<file path="src/rtl/spi_cmd_pkg.sv">
package spi_cmd_pkg;
  localparam int BUF_DEPTH = 8;
  localparam int PTR_W     = $clog2(BUF_DEPTH);
  localparam int CNT_W     = 4;

  localparam logic [3:0] ADR_OPCODE = 4'h0;
  localparam logic [3:0] ADR_COUNTS = 4'h1;
  localparam logic [3:0] ADR_CTRL   = 4'h2;
  localparam logic [3:0] ADR_PORT   = 4'hC;
  localparam logic [3:0] ADR_PTR    = 4'hD;

  localparam int CTRL_GO_BIT  = 0;
  localparam int CTRL_CLR_BIT = 4;

  typedef enum logic [1:0] {
    SQ_IDLE,
    SQ_LAUNCH,
    SQ_SHIFT
  } sq_state_t;

  typedef enum logic [1:0] {
    BK_OPCODE,
    BK_SEND,
    BK_RECV
  } byte_kind_t;
endpackage

</file>
<file path="src/rtl/spi_data_buf.sv">
module spi_data_buf #(
  parameter int DEPTH = 8,
  parameter int DW    = 8,
  localparam int AW   = $clog2(DEPTH)
) (
  input  logic          clk,
  input  logic          rst_n,
  input  logic          clr,
  input  logic          adv,
  input  logic          wr_en,
  input  logic [DW-1:0] wdata,
  output logic [DW-1:0] rdata,
  output logic [AW-1:0] ptr
);
  logic [DW-1:0] mem [DEPTH];
  logic [AW-1:0] ptr_nxt;

  assign ptr_nxt = (ptr == AW'(DEPTH - 1)) ? '0 : ptr + AW'(1);
  assign rdata   = mem[ptr];

  always_ff @(posedge clk or negedge rst_n) begin
    if (!rst_n) begin
      ptr <= '0;
    end else if (clr) begin
      ptr <= '0;
    end else if (adv || wr_en) begin
      ptr <= ptr_nxt;
    end
  end

  always_ff @(posedge clk or negedge rst_n) begin
    if (!rst_n) begin
      for (int i = 0; i < DEPTH; i++) mem[i] <= '0;
    end else if (wr_en && !clr) begin
      mem[ptr] <= wdata;
    end
  end
endmodule

</file>
<file path="src/rtl/spi_byte_shifter.sv">
module spi_byte_shifter #(
  parameter int CLK_DIV = 4,
  localparam int PH_W   = $clog2(CLK_DIV),
  localparam int HALF   = CLK_DIV / 2
) (
  input  logic       clk,
  input  logic       rst_n,
  input  logic       start,
  input  logic [7:0] tx,
  input  logic       miso,
  output logic       sck,
  output logic       mosi,
  output logic       done,
  output logic [7:0] rx
);
  localparam logic [PH_W-1:0] PH_LAST = PH_W'(CLK_DIV - 1);
  localparam logic [PH_W-1:0] PH_HALF = PH_W'(HALF);

  logic            active;
  logic [PH_W-1:0] phase;
  logic [2:0]      bitn;
  logic [7:0]      tx_sh;
  logic [7:0]      rx_sh;
  logic            bit_end;

  assign bit_end = active && (phase == PH_LAST);
  assign done    = bit_end && (bitn == 3'd7);
  assign rx      = {rx_sh[6:0], miso};
  assign sck     = active && (phase >= PH_HALF);
  assign mosi    = tx_sh[7];

  always_ff @(posedge clk or negedge rst_n) begin
    if (!rst_n) begin
      active <= 1'b0;
      phase  <= '0;
      bitn   <= '0;
      tx_sh  <= '0;
      rx_sh  <= '0;
    end else if (start) begin
      active <= 1'b1;
      phase  <= '0;
      bitn   <= '0;
      tx_sh  <= tx;
    end else if (active) begin
      if (bit_end) begin
        phase <= '0;
        rx_sh <= {rx_sh[6:0], miso};
        tx_sh <= {tx_sh[6:0], 1'b0};
        bitn  <= bitn + 3'd1;
        if (bitn == 3'd7) active <= 1'b0;
      end else begin
        phase <= phase + PH_W'(1);
      end
    end
  end
endmodule

</file>
<file path="src/rtl/spi_cmd_seq.sv">
module spi_cmd_seq
  import spi_cmd_pkg::*;
(
  input  logic             clk,
  input  logic             rst_n,
  input  logic             go,
  input  logic [7:0]       opcode,
  input  logic [CNT_W-1:0] wr_cnt,
  input  logic [CNT_W-1:0] rd_cnt,
  input  logic [7:0]       buf_rdata,
  input  logic             sh_done,
  input  logic [7:0]       sh_rx,
  output logic             busy,
  output logic             cs_n,
  output logic             buf_clr,
  output logic             buf_adv,
  output logic             buf_wr,
  output logic [7:0]       buf_wdata,
  output logic             sh_start,
  output logic [7:0]       sh_tx
);
  sq_state_t        state;
  byte_kind_t       kind;
  logic [CNT_W-1:0] idx;
  logic             last_send;
  logic             last_recv;
  logic             drop_last;

  assign busy      = (state != SQ_IDLE);
  assign cs_n      = (state == SQ_IDLE);
  assign last_send = (idx == wr_cnt - CNT_W'(1));
  assign last_recv = (idx == rd_cnt - CNT_W'(1));
  assign drop_last = (wr_cnt == '0) && last_recv;

  always_comb begin
    buf_clr   = (state == SQ_IDLE) && go;
    sh_start  = (state == SQ_LAUNCH);
    buf_adv   = 1'b0;
    buf_wr    = 1'b0;
    buf_wdata = sh_rx;
    case (kind)
      BK_OPCODE: sh_tx = opcode;
      BK_SEND:   sh_tx = buf_rdata;
      default:   sh_tx = 8'h00;
    endcase
    if ((state == SQ_SHIFT) && sh_done) begin
      buf_adv = (kind == BK_SEND);
      buf_wr  = (kind == BK_RECV) && !drop_last;
    end
  end

  always_ff @(posedge clk or negedge rst_n) begin
    if (!rst_n) begin
      state <= SQ_IDLE;
      kind  <= BK_OPCODE;
      idx   <= '0;
    end else begin
      case (state)
        SQ_IDLE: begin
          if (go) begin
            state <= SQ_LAUNCH;
            kind  <= BK_OPCODE;
            idx   <= '0;
          end
        end
        SQ_LAUNCH: state <= SQ_SHIFT;
        SQ_SHIFT: begin
          if (sh_done) begin
            idx <= idx + CNT_W'(1);
            unique case (kind)
              BK_OPCODE: begin
                idx <= '0;
                if (wr_cnt != '0) begin
                  kind  <= BK_SEND;
                  state <= SQ_LAUNCH;
                end else if (rd_cnt != '0) begin
                  kind  <= BK_RECV;
                  state <= SQ_LAUNCH;
                end else begin
                  state <= SQ_IDLE;
                end
              end
              BK_SEND: begin
                if (last_send) begin
                  idx <= '0;
                  if (rd_cnt != '0) begin
                    kind  <= BK_RECV;
                    state <= SQ_LAUNCH;
                  end else begin
                    state <= SQ_IDLE;
                  end
                end else begin
                  state <= SQ_LAUNCH;
                end
              end
              default: begin
                state <= last_recv ? SQ_IDLE : SQ_LAUNCH;
              end
            endcase
          end
        end
        default: state <= SQ_IDLE;
      endcase
    end
  end
endmodule

</file>
<file path="src/rtl/spi_cmd_engine.sv">
module spi_cmd_engine
  import spi_cmd_pkg::*;
#(
  parameter int CLK_DIV = 4
) (
  input  logic       clk,
  input  logic       rst_n,
  input  logic       bus_wr,
  input  logic       bus_rd,
  input  logic [3:0] bus_addr,
  input  logic [7:0] bus_wdata,
  output logic [7:0] bus_rdata,
  output logic       spi_sck,
  output logic       spi_cs_n,
  output logic       spi_mosi,
  input  logic       spi_miso
);
  logic [7:0]       opcode_q;
  logic [7:0]       cnt_q;
  logic             busy;
  logic [PTR_W-1:0] fifo_ptr;
  logic [7:0]       fifo_rdata;

  logic host_port_wr, host_port_rd, host_go, host_clr;
  logic seq_clr, seq_adv, seq_wr;
  logic [7:0] seq_wdata;
  logic sh_start, sh_done;
  logic [7:0] sh_tx, sh_rx;

  assign host_port_wr = bus_wr && (bus_addr == ADR_PORT) && !busy;
  assign host_port_rd = bus_rd && (bus_addr == ADR_PORT) && !busy;
  assign host_go      = bus_wr && (bus_addr == ADR_CTRL) && bus_wdata[CTRL_GO_BIT] && !busy;
  assign host_clr     = bus_wr && (bus_addr == ADR_CTRL) && bus_wdata[CTRL_CLR_BIT] && !busy;

  always_ff @(posedge clk or negedge rst_n) begin
    if (!rst_n) begin
      opcode_q <= '0;
      cnt_q    <= '0;
    end else if (bus_wr && !busy) begin
      if (bus_addr == ADR_OPCODE) opcode_q <= bus_wdata;
      if (bus_addr == ADR_COUNTS) cnt_q    <= bus_wdata;
    end
  end

  always_comb begin
    case (bus_addr)
      ADR_OPCODE: bus_rdata = opcode_q;
      ADR_COUNTS: bus_rdata = cnt_q;
      ADR_CTRL:   bus_rdata = {7'b0, busy};
      ADR_PORT:   bus_rdata = busy ? 8'h00 : fifo_rdata;
      ADR_PTR:    bus_rdata = {{(8-PTR_W){1'b0}}, fifo_ptr};
      default:    bus_rdata = 8'h00;
    endcase
  end

  spi_data_buf #(.DEPTH(BUF_DEPTH), .DW(8)) u_buf (
    .clk   (clk),
    .rst_n (rst_n),
    .clr   (host_clr || seq_clr),
    .adv   (host_port_rd || seq_adv),
    .wr_en (host_port_wr || seq_wr),
    .wdata (busy ? seq_wdata : bus_wdata),
    .rdata (fifo_rdata),
    .ptr   (fifo_ptr)
  );

  spi_cmd_seq u_seq (
    .clk       (clk),
    .rst_n     (rst_n),
    .go        (host_go),
    .opcode    (opcode_q),
    .wr_cnt    (cnt_q[CNT_W-1:0]),
    .rd_cnt    (cnt_q[2*CNT_W-1:CNT_W]),
    .buf_rdata (fifo_rdata),
    .sh_done   (sh_done),
    .sh_rx     (sh_rx),
    .busy      (busy),
    .cs_n      (spi_cs_n),
    .buf_clr   (seq_clr),
    .buf_adv   (seq_adv),
    .buf_wr    (seq_wr),
    .buf_wdata (seq_wdata),
    .sh_start  (sh_start),
    .sh_tx     (sh_tx)
  );

  spi_byte_shifter #(.CLK_DIV(CLK_DIV)) u_shift (
    .clk   (clk),
    .rst_n (rst_n),
    .start (sh_start),
    .tx    (sh_tx),
    .miso  (spi_miso),
    .sck   (spi_sck),
    .mosi  (spi_mosi),
    .done  (sh_done),
    .rx    (sh_rx)
  );
endmodule

</file>
<file path="config.mk">
export PLATFORM = sky130hd
export DESIGN_NAME = spi_cmd_engine
export DESIGN_NICKNAME = d
export VERILOG_FILES = /design/src/rtl/spi_cmd_pkg.sv /design/src/rtl/spi_data_buf.sv /design/src/rtl/spi_byte_shifter.sv /design/src/rtl/spi_cmd_seq.sv /design/src/rtl/spi_cmd_engine.sv
export SDC_FILE = /design/constraint.sdc
export NUM_CORES = 1
export LEC_CHECK = 0
export ABC_AREA = 1
export BUFFER_PORTS_ARGS = -buffer_cell sky130_fd_sc_hd__buf_2
export CAP_MARGIN = 30
export CORE_MARGIN = 2
export CORE_UTILIZATION = 56
export CTS_CLUSTER_SIZE = 16
export DETAILED_ROUTE_END_ITERATION = 8
export GPL_ROUTABILITY_DRIVEN = 0
export HOLD_SLACK_MARGIN = 0.1
export PLACE_DENSITY = 0.77
export SLEW_MARGIN = 20
export SYNTH_ARGS = -nofsm -noshare
export SYNTH_HDL_FRONTEND = slang
export SYNTH_SLANG_ARGS = --single-unit
</file>
<file path="constraint.sdc">
create_clock -name clk -period 1.65 [get_ports clk]
set_input_delay 0 -clock clk [delete_from_list [all_inputs] [get_ports clk]]
set_output_delay 0 -clock clk [all_outputs]
set_load 0.05 [all_outputs]
</file>
==> results.md <==
- DR iter-0 viols: 923
- Min cycle time layout: 2140 ps
- Failing checks: negative setup slack
- Post-DR wirelength/cell: 19.4 um
- Critical path type: reg2out
- Starting Density: 0.567
- Row count: 38
- First-pass iteration count of the detailed router: 7
- Fin cells: 1104
- Estimated wirelength of the detail-placed design: 12.1 mm
- Synthesized area per cell: 7.25 um2
- Period utilization: 1.29
- CP most frequent cell: nand2_1
- Worst r2r src: cnt_q[5]
- Final Max Slew Viols: 0
- Dpl cells: 1051
- CTS tree: built
- Reg2Reg Setup Slack: -400 ps
- Worst setup margin: -486 ps
- Crit. End Element: output pin
- RSZ-0062 raised after global routing: yes
- Initial antenna violation count: 0
- Sequential fraction of the synthesis area: 0.460
- Root Driver: clkbuf_8
- #FFs+latches synth: 112
- Max-cap check violation count: 0
- Synth Cell Area: around 0.0061 mm2
- VDD IR-drop max: approximately 1.2 mV
- Hold WC Path Type: in2async
- EDFF count, synth: 0
- Sequential cell area: 0.00281 mm2
- Commonest non-fill, non-tap cell in the layout: nand2_1
- Total power: 12.6 mW
- FFs w/ async S/R, synth: 1.00
- Layout Utilization: 0.774
- Max Freq: 0.468 GHz
- Critical Path Start Type: flop
- Die X: 108 um
- All-Layer GR Usage: 0.355
- Slowest stage cell on the critical path: dfrtp_2
- Unique masters post-synth: 34
- IO buf count: 27
- Worst EP required: ~1700 ps
- Io pins: 28
- Mapped Cells: 840
- Worst r2r path cells: 16
- Worst path arrival time: 2140 ps
- Power Dens Cells: 1510 mW/mm2
- Die height: 108 um
- Worst clock skew: 13.9 ps
- Drt total wl: 21.5 mm
- Most frequent cells in the layout: nand2_1 (290), dfrtp_1 (110), nand2_2 (81), buf_4 (79), nand3_1 (67)
- Pin count of the biggest net entering global routing: 40
- CORE AREA: 0.0107 mm2
- Overflow after GRT: 0
- Routed Antenna Nets: 0
- Slew @ Worst Pin: 513 ps
- Final nets: a little under 1000
- Area of the multi-input gates: approximately 0.0036 mm2
- Die Area: 0.0117 mm2
- Outcome: finished, violations left
- DR vias/cell: between 6 and 7
- Share of cells above drive strength 1: 0.321
- Max incr delay on CP: between 400 and 500 ps
- Synth Warn #: 0
- Antenna diodes: 0
- Skew-Pair Late Insertion Delay: 400 ps
- RR Endpoint: u_buf.mem[17]
- Htree depth: 3
- Final setup vio count: 82
- Fillers: 680
- Reg clk slew, reported paths: 110 ps
- Ys flop type: dfrtp_1
- First-pass GRT wire length: approximately 32 mm
- Residual DRC: 0
- Vias: between 6000 and 7000
- CP max FO: 6
- Vias in the first global route: 6405
- Post-Syn Nets: approximately 870
- Leak Pwr: 4.16 nW
- Final hold violations: 0
- Num CTS Buffers: 9
- Crit-path cells: inv_6 -> buf_8 -> nand2_1 -> nand2_1 -> nand2_1 -> nand2_1 -> nand2_1 -> nand4_1 -> nand2_1 -> o211ai_1 -> buf_4
- WP buf/inv: 3
- Delay-heaviest family, CP: simple AND/OR/NAND/NOR gates
- Sink Count: 112
- Max Buffers Root-to-Sink: 2
- Rel. slew slack: 0.658
- Area Overhead vs Synth: 36.6%
-- worst max path at each step --
stage                    end  depth (start not counted)  slack [ps]            start
2_1_floorplan  u_buf.mem[47]                         12         -50         cnt_q[4]
5_1_grt         bus_rdata[7]                         11        -560     u_buf.ptr[0]
6_report        bus_rdata[7]                         11        -490     u_buf.ptr[0]
3_3_place_gp    u_buf.mem[8]                         12        -240  u_shift.bitn[0]
4_1_cts        u_buf.mem[12]                         13        -350  u_shift.bitn[1]
3_5_place_dp   u_buf.mem[12]                         12        -360  u_shift.bitn[0]
-- cell families after synthesis --
family / after synthesis / share of synthesized area
compound gates: 85 / 0.0791
fa+ha+maj: 10 / 0.0205
simple gates: 532 / 0.370
flops: 112 / 0.460
xor+xnor: 2 / 0.00288
buf+inv: 99 / 0.0671
-- cell usage after synthesis, types with 2 or more instances --
master       n  area share
o21ai_0     40       0.033
a21oi_1     14       0.011
nor2_1      23       0.014
dfrtp_1    112        0.46
o2111ai_1    2      0.0029
clkbuf_1     9      0.0055
o21bai_1     4      0.0049
nor3_1       7      0.0057
o22ai_1      5      0.0051
buf_4        3      0.0037
inv_1       66       0.041
a21boi_0     4      0.0049
nand2_4      7       0.013
clkinv_1     4      0.0025
o211ai_1     5      0.0062
ha_1        10       0.021
o21ai_1      8      0.0066
nand4_1      9      0.0092
nand3_1     90       0.074
nor2_4       3      0.0055
buf_2       15       0.012
nand2_1    388        0.24
-- sequential cells by signal, indices dropped and copies added (netlist names) --
register	cells
cnt_q	8
opcode_q	8
u_buf.mem	64
u_buf.ptr	3
u_seq.idx	4
u_seq.kind	2
u_seq.state	2
u_shift.active	1
u_shift.bitn	3
u_shift.phase	2
u_shift.rx_sh	7
u_shift.tx_sh	8
-- stage by stage --
stage | TNS (ps) | hold slack (ps) | worst slack, ps | instance area (um2)
2_1_floorplan | -2560 | -296 | -46.0 | 6180
3_3_place_gp | -12230 | -0.254 | -237 | 6920
3_5_place_dp | -19680 | 9.57 | -356 | 6920
4_1_cts | -19940 | 125 | -347 | 7990
5_1_grt | -32610 | 164 | -556 | 8320
6_report | -26930 | 104 | -486 | 8320
-- layer usage --
metal / wire length (um) / up-vias / global-route usage / part of all wire
li1: - / 2933 / - / -
met1: 7770 / 3151 / 0.466 / 0.36
met2: 9950 / 510 / 0.558 / 0.46
met3: 2290 / 148 / 0.0651 / 0.11
met4: 1460 / 0 / 0.200 / 0.068
met5: 0 / - / 0 / 0
-- where the power goes --
part           internal [mW]  leakage, nW  switching (mW)
Sequential              3.45         1.51           0.684
Combinational           2.54         2.56            4.33
Clock                  0.615       0.0947           0.945
Total                   6.61         4.16            5.96
-- layout make-up --
type,instances,share of cell area
timing repair buffer,135,0.157
clock inverter,4,0.00241
tap,140,0.0210
multi-input combinational,631,0.431
inverter,71,0.0329
clock buffer,11,0.0182
sequential,112,0.337
-- repair_timing --
item / 4_1_cts / 5_1_grt
gates cloned: 9 / 2
hold buffers: 10 / 0
endpoints found under the setup margin: 83 / 101
buffers inserted: 13 / 7
gates resized for setup: 133 / 92
hold endpoints to repair: 129 / 0
pin swaps: 32 / 29
Power figures use the tool's default switching activity.
